$ cat src/rtl/coh_dir_pkg.sv
package coh_dir_pkg;

    typedef enum logic [1:0] {
        LN_I = 2'd0,
        LN_S = 2'd1,
        LN_E = 2'd2,
        LN_M = 2'd3
    } line_st_e;

    typedef enum logic [2:0] {
        CK_SET_STATE = 3'd0,
        CK_FILL      = 3'd1,
        CK_INV       = 3'd2,
        CK_XFER      = 3'd3,
        CK_DONE      = 3'd4
    } cmd_kind_e;

    typedef enum logic [3:0] {
        ST_IDLE,
        ST_INV,
        ST_XFER,
        ST_ACKS,
        ST_WB,
        ST_RD,
        ST_GRANT,
        ST_UC_MEM,
        ST_UC_DONE
    } seq_st_e;

endpackage

$ cat src/rtl/coh_dir_pick.sv
module coh_dir_pick #(
    parameter int N  = 4,
    parameter int AW = 2
) (
    input  logic [N-1:0]  vec,
    output logic [AW-1:0] idx
);
    // lowest set bit wins; zero vector yields index 0
    always_comb begin
        idx = '0;
        for (int i = N - 1; i >= 0; i--) begin
            if (vec[i]) idx = AW'(i);
        end
    end
endmodule

$ cat src/rtl/coh_dir_array.sv
module coh_dir_array
    import coh_dir_pkg::*;
#(
    parameter int N_AGENTS = 4,
    parameter int IDX_W    = 6
) (
    input  logic                clk,
    input  logic                rst_n,
    input  logic [IDX_W-1:0]    rd_idx,
    output logic [1:0]          rd_state,
    output logic [N_AGENTS-1:0] rd_mask,
    input  logic                wr_en,
    input  logic [IDX_W-1:0]    wr_idx,
    input  logic [1:0]          wr_state,
    input  logic [N_AGENTS-1:0] wr_mask
);
    localparam int LINES = 1 << IDX_W;

    logic [1:0]          st_q   [LINES];
    logic [N_AGENTS-1:0] mask_q [LINES];

    for (genvar g = 0; g < LINES; g++) begin : g_line
        always_ff @(posedge clk) begin
            if (!rst_n) begin
                st_q[g]   <= LN_I;
                mask_q[g] <= '0;
            end else if (wr_en && wr_idx == IDX_W'(g)) begin
                st_q[g]   <= wr_state;
                mask_q[g] <= wr_mask;
            end
        end
    end

    assign rd_state = st_q[rd_idx];
    assign rd_mask  = mask_q[rd_idx];

    AST_OWNER_ALONE: assert property (@(posedge clk) disable iff (!rst_n)
        wr_en && (wr_state == LN_M || wr_state == LN_E) |-> $onehot(wr_mask));
    AST_SHARED_HELD: assert property (@(posedge clk) disable iff (!rst_n)
        wr_en && wr_state == LN_S |-> wr_mask != '0);
endmodule

$ cat src/rtl/coh_dir_slice.sv
module coh_dir_slice
    import coh_dir_pkg::*;
#(
    parameter int N_AGENTS = 4,
    parameter int ADDR_W   = 8,
    parameter int SLICE_W  = 2,
    parameter int USE_E    = 1,
    localparam int AW      = (N_AGENTS > 1) ? $clog2(N_AGENTS) : 1
) (
    input  logic              clk,
    input  logic              rst_n,
    input  logic              req_valid,
    output logic              req_ready,
    input  logic              req_write,
    input  logic              req_uncached,
    input  logic [AW-1:0]     req_agent,
    input  logic [ADDR_W-1:0] req_addr,
    output logic              cmd_valid,
    input  logic              cmd_ready,
    output logic [2:0]        cmd_kind,
    output logic [AW-1:0]     cmd_dest,
    output logic [1:0]        cmd_state,
    output logic [AW-1:0]     cmd_requester,
    output logic [ADDR_W-1:0] cmd_addr,
    input  logic              rsp_valid,
    output logic              mem_req_valid,
    output logic              mem_req_write,
    output logic [ADDR_W-1:0] mem_req_addr,
    input  logic              mem_ack
);
    localparam int IDX_W = ADDR_W - SLICE_W;
    localparam int CW    = $clog2(N_AGENTS + 1);

    seq_st_e state_q, state_d;

    logic [AW-1:0]       agent_q, owner_q;
    logic [ADDR_W-1:0]   addr_q;
    logic                write_q, dirty_q, fill_q;
    logic [1:0]          grant_q;
    logic [N_AGENTS-1:0] inv_left_q, mask_new_q;
    logic [CW-1:0]       ack_need_q, ack_got_q;

    logic [1:0]          rd_state;
    logic [N_AGENTS-1:0] rd_mask, req_bit, others, inv_bit;
    logic [AW-1:0]       owner_pick, inv_pick;
    logic [CW-1:0]       others_cnt;
    logic                owned_other, last_inv, acks_done, accept, dir_we;

    coh_dir_array #(.N_AGENTS(N_AGENTS), .IDX_W(IDX_W)) u_array (
        .clk      (clk),
        .rst_n    (rst_n),
        .rd_idx   (req_addr[ADDR_W-1:SLICE_W]),
        .rd_state (rd_state),
        .rd_mask  (rd_mask),
        .wr_en    (dir_we),
        .wr_idx   (addr_q[ADDR_W-1:SLICE_W]),
        .wr_state (grant_q),
        .wr_mask  (mask_new_q)
    );

    coh_dir_pick #(.N(N_AGENTS), .AW(AW)) u_pick_owner (.vec(others),     .idx(owner_pick));
    coh_dir_pick #(.N(N_AGENTS), .AW(AW)) u_pick_inv   (.vec(inv_left_q), .idx(inv_pick));

    assign req_bit     = N_AGENTS'(1) << req_agent;
    assign others      = rd_mask & ~req_bit;
    assign owned_other = (rd_state == LN_M || rd_state == LN_E) && (others != '0);
    assign inv_bit     = N_AGENTS'(1) << inv_pick;
    assign last_inv    = (inv_left_q & ~inv_bit) == '0;
    assign acks_done   = ack_got_q == ack_need_q;
    assign accept      = req_valid && req_ready;

    always_comb begin
        others_cnt = '0;
        for (int i = 0; i < N_AGENTS; i++) others_cnt = others_cnt + CW'(others[i]);
    end

    // state register
    always_ff @(posedge clk) begin
        if (!rst_n) state_q <= ST_IDLE;
        else        state_q <= state_d;
    end

    // next state
    always_comb begin
        state_d = state_q;
        unique case (state_q)
            ST_IDLE: if (accept) begin
                if (req_uncached)        state_d = ST_UC_MEM;
                else if (!req_write)     state_d = owned_other ? ST_XFER : ST_RD;
                else if (others != '0)   state_d = ST_INV;
                else                     state_d = rd_mask[req_agent] ? ST_GRANT : ST_RD;
            end
            ST_INV:     if (cmd_ready && last_inv) state_d = ST_ACKS;
            ST_XFER:    if (cmd_ready) state_d = ST_ACKS;
            ST_ACKS:    if (acks_done) state_d = dirty_q ? ST_WB : (fill_q ? ST_RD : ST_GRANT);
            ST_WB:      if (mem_ack) state_d = fill_q ? ST_RD : ST_GRANT;
            ST_RD:      if (mem_ack) state_d = ST_GRANT;
            ST_GRANT:   if (cmd_ready) state_d = ST_IDLE;
            ST_UC_MEM:  if (mem_ack) state_d = ST_UC_DONE;
            ST_UC_DONE: if (cmd_ready) state_d = ST_IDLE;
            default:    state_d = ST_IDLE;
        endcase
    end

    // transaction context
    always_ff @(posedge clk) begin
        if (!rst_n) begin
            agent_q <= '0; owner_q <= '0; addr_q <= '0;
            write_q <= 1'b0; dirty_q <= 1'b0; fill_q <= 1'b0;
            grant_q <= LN_I; inv_left_q <= '0; mask_new_q <= '0;
            ack_need_q <= '0; ack_got_q <= '0;
        end else if (accept) begin
            agent_q    <= req_agent;
            addr_q     <= req_addr;
            write_q    <= req_write;
            owner_q    <= owner_pick;
            ack_got_q  <= '0;
            inv_left_q <= (req_write && !req_uncached) ? others : '0;
            if (req_write) begin
                ack_need_q <= others_cnt;
                dirty_q    <= (rd_state == LN_M) && (others != '0);
                fill_q     <= !rd_mask[req_agent];
                grant_q    <= LN_M;
                mask_new_q <= req_bit;
            end else if (owned_other) begin
                ack_need_q <= CW'(1);
                dirty_q    <= rd_state == LN_M;
                fill_q     <= 1'b0;
                grant_q    <= LN_S;
                mask_new_q <= rd_mask | req_bit;
            end else begin
                ack_need_q <= '0;
                dirty_q    <= 1'b0;
                fill_q     <= 1'b1;
                grant_q    <= (others != '0 || USE_E == 0) ? LN_S : LN_E;
                mask_new_q <= rd_mask | req_bit;
            end
        end else begin
            if (state_q == ST_INV && cmd_ready) inv_left_q <= inv_left_q & ~inv_bit;
            if (rsp_valid) ack_got_q <= ack_got_q + CW'(1);
        end
    end

    // outputs
    assign cmd_requester = agent_q;
    assign cmd_addr      = addr_q;
    assign mem_req_addr  = addr_q;

    always_comb begin
        req_ready     = 1'b0;
        cmd_valid     = 1'b0;
        cmd_kind      = CK_SET_STATE;
        cmd_dest      = agent_q;
        cmd_state     = LN_I;
        mem_req_valid = 1'b0;
        mem_req_write = 1'b0;
        dir_we        = 1'b0;
        unique case (state_q)
            ST_IDLE:    req_ready = 1'b1;
            ST_INV: begin
                cmd_valid = 1'b1; cmd_kind = CK_INV; cmd_dest = inv_pick;
            end
            ST_XFER: begin
                cmd_valid = 1'b1; cmd_kind = CK_XFER; cmd_dest = owner_q; cmd_state = LN_S;
            end
            ST_ACKS: ;
            ST_WB:      begin mem_req_valid = 1'b1; mem_req_write = 1'b1; end
            ST_RD:      mem_req_valid = 1'b1;
            ST_GRANT: begin
                cmd_valid = 1'b1;
                cmd_kind  = fill_q ? CK_FILL : CK_SET_STATE;
                cmd_state = grant_q;
                dir_we    = cmd_ready;
            end
            ST_UC_MEM:  begin mem_req_valid = 1'b1; mem_req_write = write_q; end
            ST_UC_DONE: begin cmd_valid = 1'b1; cmd_kind = CK_DONE; end
            default: ;
        endcase
    end

    AST_CMD_HELD: assert property (@(posedge clk) disable iff (!rst_n)
        cmd_valid && !cmd_ready |=> cmd_valid && $stable({cmd_kind, cmd_dest, cmd_state, cmd_requester, cmd_addr}));
    AST_MEM_HELD: assert property (@(posedge clk) disable iff (!rst_n)
        mem_req_valid && !mem_ack |=> mem_req_valid && $stable({mem_req_write, mem_req_addr}));
    AST_ONE_OPEN: assert property (@(posedge clk) disable iff (!rst_n)
        req_valid && req_ready |=> !req_ready);
    AST_GRANT_AFTER_ACKS: assert property (@(posedge clk) disable iff (!rst_n)
        cmd_valid && cmd_state == LN_M |-> ack_got_q == ack_need_q);
    AST_ACK_BOUND: assert property (@(posedge clk) disable iff (!rst_n)
        ack_got_q <= ack_need_q);
    AST_UC_KEEPS_DIR: assert property (@(posedge clk) disable iff (!rst_n)
        cmd_valid && cmd_kind == CK_DONE |-> !dir_we);
endmodule

$ cat config.mk
export PLATFORM = sky130hd
export DESIGN_NAME = coh_dir_slice
export DESIGN_NICKNAME = d
export VERILOG_FILES = /design/src/rtl/coh_dir_pkg.sv /design/src/rtl/coh_dir_pick.sv /design/src/rtl/coh_dir_array.sv /design/src/rtl/coh_dir_slice.sv
export SDC_FILE = /design/constraint.sdc
export NUM_CORES = 1
export LEC_CHECK = 0
export BUFFER_PORTS_ARGS = -buffer_cell sky130_fd_sc_hd__clkbuf_2
export CAP_MARGIN = 25
export CORE_MARGIN = 2
export CORE_UTILIZATION = 52
export DETAILED_ROUTE_END_ITERATION = 12
export PLACE_DENSITY = 0.68
export SLEW_MARGIN = 20
export SYNTH_ARGS = -nofsm -noshare
export SYNTH_HDL_FRONTEND = slang
export SYNTH_HIERARCHICAL = 1
export SYNTH_SLANG_ARGS = --single-unit
$ cat constraint.sdc
create_clock -name clk -period 3.58 [get_ports clk]
set_input_delay 0.179 -clock clk [delete_from_list [all_inputs] [get_ports clk]]
set_output_delay 0.179 -clock clk [all_outputs]
set_load 0.02 [all_outputs]
Word level (Yosys, flattened, before mapping). Memories as Yosys holds them, arrays and structs flattened. Cells that the tools add are included.

Register bits: 35. Bits in latches: 0. Memory bits (writable): 384. ROM bits: 0. Input bits: 18. Output and inout bits: 29. Word-level logic and storage cells: 689. Memories kept: 2.

Memory list: u_array.mask_q (words 64, width 4, read ports 1, clocked after memory_dff 0, wr ports 64, line coh_dir_array.sv:20) `logic [N_AGENTS-1:0] mask_q [LINES];`; u_array.st_q (words 64, width 2, read ports 1, clocked after memory_dff 0, wr ports 64, line coh_dir_array.sv:19) `logic [1:0] st_q [LINES];`.

$add $sub $neg: 4. Multiply operators: 0. Divide/modulo/power cells: 0. Order comparisons: 1. Equal/unequal tests: 82. Shift operators: 2. Mux-type cells: 369. Bitwise logic cells: 134. Reductions and logical operators: 83.

Operator list (count): 4-bit two-way mux (77); 1-bit two-way mux (204); 6-bit equality test, second input constant (32); 2-bit two-way mux (77); 1-bit bitwise OR (128); 6-bit by 5-bit equality test with 1-bit output, second input constant (16); 1-bit logical AND (70); 6-bit by 4-bit equality test with 1-bit output, second input constant (8); 4-bit case mux with 8 select lines (1); 6-bit by 3-bit equality test with 1-bit output, second input constant (4); 4-bit by 3-bit equality test with 1-bit output, second input constant (4); 3-bit two-way mux (5); 2-bit != test, second input constant (7); 6-bit by 2-bit equality test with 1-bit output, second input constant (2); 3-bit case mux with 4 select lines (1); 4-bit AND (2); 4-bit by 2-bit equality test with 1-bit output, second input constant (2); 4-bit zero test (2); 4-bit NOT (2); 2-bit case mux with 2 select lines (2); 8-bit AND reduction (1); 1-bit by 2-bit << shifter with 4-bit output, first input constant (2); 6-bit by 1-bit equality test with 1-bit output, second input constant (1); 6-bit zero test (1); other kinds (21) (24).

Logic depth before layout (Yosys ltp).
Depth after elaboration: 11. Depth in mapped cells: 17. Depth with buffers taken out: 12.

By module. Netlist, hierarchy kept.

By module, submodules not included: coh_dir_array (instances 1, cells each 1253, area an instance 18128.6 sq um, sequential area each 11531.1 sq um); coh_dir_slice (instances 1, cells each 275, area an instance 2119.5 sq um, sequential area each 700.7 sq um); coh_dir_pick (instances 2, cells each 5, area an instance 27.5 sq um, sequential area each 0.0 sq um).

Worst setup path before layout. Ideal clock, no wire load.

Path type: in2reg. Start: in req_addr[2]. End: reg ack_need_q[1]. Library setup time: 0.132 ns. Arrival: 2.961 ns. Data required time: 3.448 ns. Slack: 0.487 ns. Stages on the path: 16. Buffers on the path: 5. Cells stage by stage: buf_6 buf_8 buf_8 buf_6 buf_4 mux2i_1 a211oi_1 a21oi_1 o21ai_0 nand2_1 fa_1 inv_1 ha_1 ha_1 nand3_1 a21oi_1.

Elaborated cells on any way between the ends: 6. Classes of those cells: add/sub: 3; mux: 1; bitwise: 1; memory: 1.

RTL lines: from (decl) (line coh_dir_slice.sv:17) `input logic [ADDR_W-1:0] req_addr,`; memory 64 x 4 bit; via rd_mask[3] (line coh_dir_slice.sv:44) `logic [N_AGENTS-1:0] rd_mask, req_bit, others, inv_bit;`; 4-bit AND (line coh_dir_slice.sv:65) `assign others = rd_mask & ~req_bit;`; 3-bit by 1-bit adder with 3-bit output (line coh_dir_slice.sv:74) `for (int i = 0; i < N_AGENTS; i++) others_cnt = others_cnt + CW'(others[i]);`; 3-bit two-way mux (line coh_dir_slice.sv:119) `if (req_write) begin`; to (signal assigned) (line coh_dir_slice.sv:120) `ack_need_q <= others_cnt;`; to (decl) (line coh_dir_slice.sv:41) `logic [CW-1:0] ack_need_q, ack_got_q;`.

The timed path passes the listed nets, and every way through them passes these cells. A chain may end at the register's enable or synchronous reset.

Final worst setup path.
Start: mem u_array.mask_q[0][0]. End: reg state_q[1].

Longest elaborated chain between the ends: 9. Elaborated cells on any way between the ends: 13. Classes of those cells: mux: 9; bitwise: 1; reduce/logical: 2; memory: 1.

RTL lines: from (decl) (line coh_dir_array.sv:20); memory 64 x 4 bit (*); via rd_mask[0] (line coh_dir_slice.sv:44); 1-bit binary-select mux with 2-bit select or 4-bit AND (tied branches) (line coh_dir_slice.sv:91, coh_dir_slice.sv:65); 1-bit two-way mux (implied by the code) or 4-bit nonzero test (tied branches) (line coh_dir_slice.sv:91, coh_dir_slice.sv:66, coh_dir_slice.sv:90); 2-bit two-way mux or 1-bit logical AND (tied branches) (line coh_dir_slice.sv:91, coh_dir_slice.sv:66); 3-bit two-way mux, on equally long branches (line coh_dir_slice.sv:90, coh_dir_slice.sv:89); 3-bit two-way mux (*) (line coh_dir_slice.sv:89) `else if (!req_write) state_d = owned_other ? ST_XFER : ST_RD;`; 3-bit two-way mux (*) (line coh_dir_slice.sv:88) `if (req_uncached) state_d = ST_UC_MEM;`; 4-bit two-way mux (*) (line coh_dir_slice.sv:87) `ST_IDLE: if (accept) begin`; 4-bit case mux with 8 select lines (*) (line coh_dir_slice.sv:86) `unique case (state_q)`; to (signal assigned) (line coh_dir_slice.sv:80) `else state_q <= state_d;`; to (decl) (line coh_dir_slice.sv:34) `seq_st_e state_q, state_d;`.

Mark *: on every way through the listed nets, which the timed path passes. The rest lies on a longest branch. The select of a mux whose other input is x is not followed.

==> impl_metrics.toml <==
[timing]
drv_slew = 0
tightest_slew_ns = 1.028
setup_viol = 0
fmax_ghz = 0.2915
fin_crit_ns = 3.431
finalSetupTns_ns = 0
fin_skew_ns = 0.02435
finalWorstSetupSlack_ns = 0.1493
grt_setup_unrepaired = "no"
fin_crit_sh_pct = 95.83
slew_headroom_pct = 31.47
hold_viol_final = 0

[floorplan]
num_rows = 72
core_area_mm2 = 0.03856
die_h_um = 201.6
dieArea_mm2 = 0.04064
boundaryPins = 47
start_util_pct = 52.66
die_x_um = 201.6

[clock_network]
cts.sinks = 419
cts_buffers = 43
cts_max_level = 2
insertion_delay_ns = 0.55
clk_path_buf_depth = 3
cts_tree = "yes"
clk_pin_slew_ns = 0.07
cts_root_buf = "clkbuf_16"
post_cts_buffers = 0

[grt]
antenna_found_initial = 0
track_usage_pct = 25.88
grt_overflow_total = 0
grt_pass1_wl_mm = 78.80
grt_max_degree = 66
grt_pass1_vias = 12934

[place]
gp_congestion = 0.9220
io_buffers = 46
dp_slack_ns = 0.06440
dp_hpwl_mm = 35.76

[final_layout]
fin_nets = 1670
postLayoutCoreUtil_pct = 60.29
syn_to_final_growth_pct = 14.50
multi_input_area_mm2 = 0.007387
fillers = 3029
drive_gt1_share_pct = 21.18
n_antenna_cell = 0
regArea_mm2 = 0.01224

[worst_setup_path]
cp_common_cell = "o21ai_0"
start_kind = "flip-flop"
crit_buf_inv = 0
cp_slowest_cell = "or4_1"
crit_family = "compound AO/OA/AOI/OAI gates"
path_cells = "mux4_2 > mux2_2 > o22ai_1 > or4_1 > o21ai_0 > o21ai_0 > ha_1 > nor3b_2 > a311o_1 > o21ai_0 > nor3_1 > o41ai_1"
crit_type = "reg -> reg"
worstSetupEndpointType = "flip-flop"
slowest_delay_ns = 0.62
cp.required_ns = 4.04
arrival_ns = 3.89
cp_max_fo = 4

[min_path]
hold_class = "in -> reg"

[power]
pwr-share-seq_pct = 46.3
clockPowerShare_pct = 38.7
p_leak_nw = 8.611
powerDensity_mw_per_mm2 = 548.4
ir_worst_vdd_uv = 382.0
pwr-share-comb_pct = 14.9
p_switching_mw = 3.449
internal_power_mw = 9.301
switching_share_pct = 27.05

[synthesis]
syn_nets = 1561
yosys_most_used_dff = "edfxtp_1"
synth.area.top_cells = "edfxtp_1, and2_1, mux4_2"
synth_enable_flop_cells = 384
yosys_warnings = 6
syn_avg_cell_area_um2 = 13.20
synth_top_area_share_pct = 56.79
synth.distinct_cells = 69
syn_area_mm2 = 0.02030
synth-seq-cells = 419
ys_top_cells_by_count = "and2_1, edfxtp_1, nor2_1, o21ai_0, mux4_2"
synth_cells = 1538
yosysTopAreaCell = "edfxtp_1"
yosysMostFrequentCell = "and2_1"
async_flop_share_pct = 0
seq_area_frac_synth_pct = 60.25

[detailed_routing]
drtIter0Drc = 1114
wirelength_mm = 52.22
dr.pass1.iters = 5
avgRoutedWirePerCell_um = 23.75
via_per_inst = 5.884
vias = 12938
drc_errors = 0
drt.antenna.violating_nets = 0

[run]
drv_cap = 0

[status]
status = "finished clean"
[kinds of logic after synthesis]
group                    synth area share (%)
multiplexers                            11.56
buffers and inverters                   3.396
flip-flops                              60.25
XOR/XNOR                               0.2588
adder cells (fa/ha/maj)                0.3451
AO/OA/AOI/OAI                           6.009
AND/OR/NAND/NOR                         18.19
[flip-flops by register name, indices dropped and copies added (netlist names), 3 cells and up]
name / count
u_array/st_q: 128
inv_left_q: 4
ack_need_q: 3
state_q: 4
mask_new_q: 4
ack_got_q: 3
u_array/mask_q: 256
cmd_addr: 8
[cell usage in the layout (no fill, tap or decap), types with 18 or more instances in the layout]
cell type / n
nand2_1: 70
o21ai_0: 80
buf_4: 122
clkbuf_2: 44
edfxtp_1: 384
nor2b_1: 18
and2_1: 387
nand3_1: 20
nor2_1: 106
o22ai_1: 23
a21oi_1: 36
nand2b_1: 20
mux4_2: 79
dfxtp_1: 29
clkbuf_16: 44
[per-stage QoR]
stage	instance area, µm²	power (mW)	hold slack [ns]	instances
3_5_place_dp	21600	7.889	0.4250	2111
6_report	23250	12.75	0.04008	2199
3_3_place_gp	21600	7.863	0.4078	2111
5_1_grt	23250	13.19	0.06848	2199
2_1_floorplan	20300	7.116	0.3150	1538
4_1_cts	23230	12.81	0.006816	2197
[power groups by stage]
| stage | Clock [mW] | Combinational (mW) | Sequential [mW] |
|---|---|---|---|
| after floorplan | 0 | 1.35 | 5.77 |
| after global placement | 0 | 1.85 | 6.01 |
| after detailed placement | 0 | 1.87 | 6.01 |
| after CTS | 5.00 | 1.90 | 5.91 |
| after global routing | 5.20 | 2.04 | 5.94 |
| final | 4.94 | 1.91 | 5.91 |
[layer usage]
layer  up-vias  wire length [µm]  GRT usage (%)
met3       118              4387          5.215
met2       568             25180          42.33
met5         -                 0              0
met1      6417             20520          34.32
li1       5835                 -              -
met4         0              2135          10.06
[worst paths after layout]
kind	startpoint	endpoint	slack, ns	depth (start not counted)
max	u_array/mask_q[0][0]	state_q[1]	0.15	12
min	req_addr[7]	cmd_addr[7]	0.04	3
max reg2reg	u_array/mask_q[0][0]	state_q[1]	0.15	12
min reg2reg	write_q	write_q	0.46	2
[area by class of cell]
| class | count | share of cell area, % |
|---|---|---|
| sequential | 419 | 52.65 |
| tap | 518 | 2.788 |
| inverter | 17 | 0.2745 |
| timing repair buffer | 182 | 5.797 |
| multi-input combinational | 984 | 31.78 |
| clock buffer | 54 | 4.941 |
| clock inverter | 25 | 1.776 |
[worst register-to-register path, delay by kind of cell, from the launching register on]
kind	cells	cell delay (ns)
multiplexers	2	0.40
adder cells (fa/ha/maj)	1	0.30
AO/OA/AOI/OAI	6	1.40
flip-flops	1	0.41
AND/OR/NAND/NOR	3	0.85
[what timing repair did]
item / CTS / global route
setup endpoints to repair: 0 / 1
resized for setup: 0 / 1
endpoints found under the hold margin: 11 / 0
hold buffers: 7 / 0
Power figures use the tool's default switching activity.
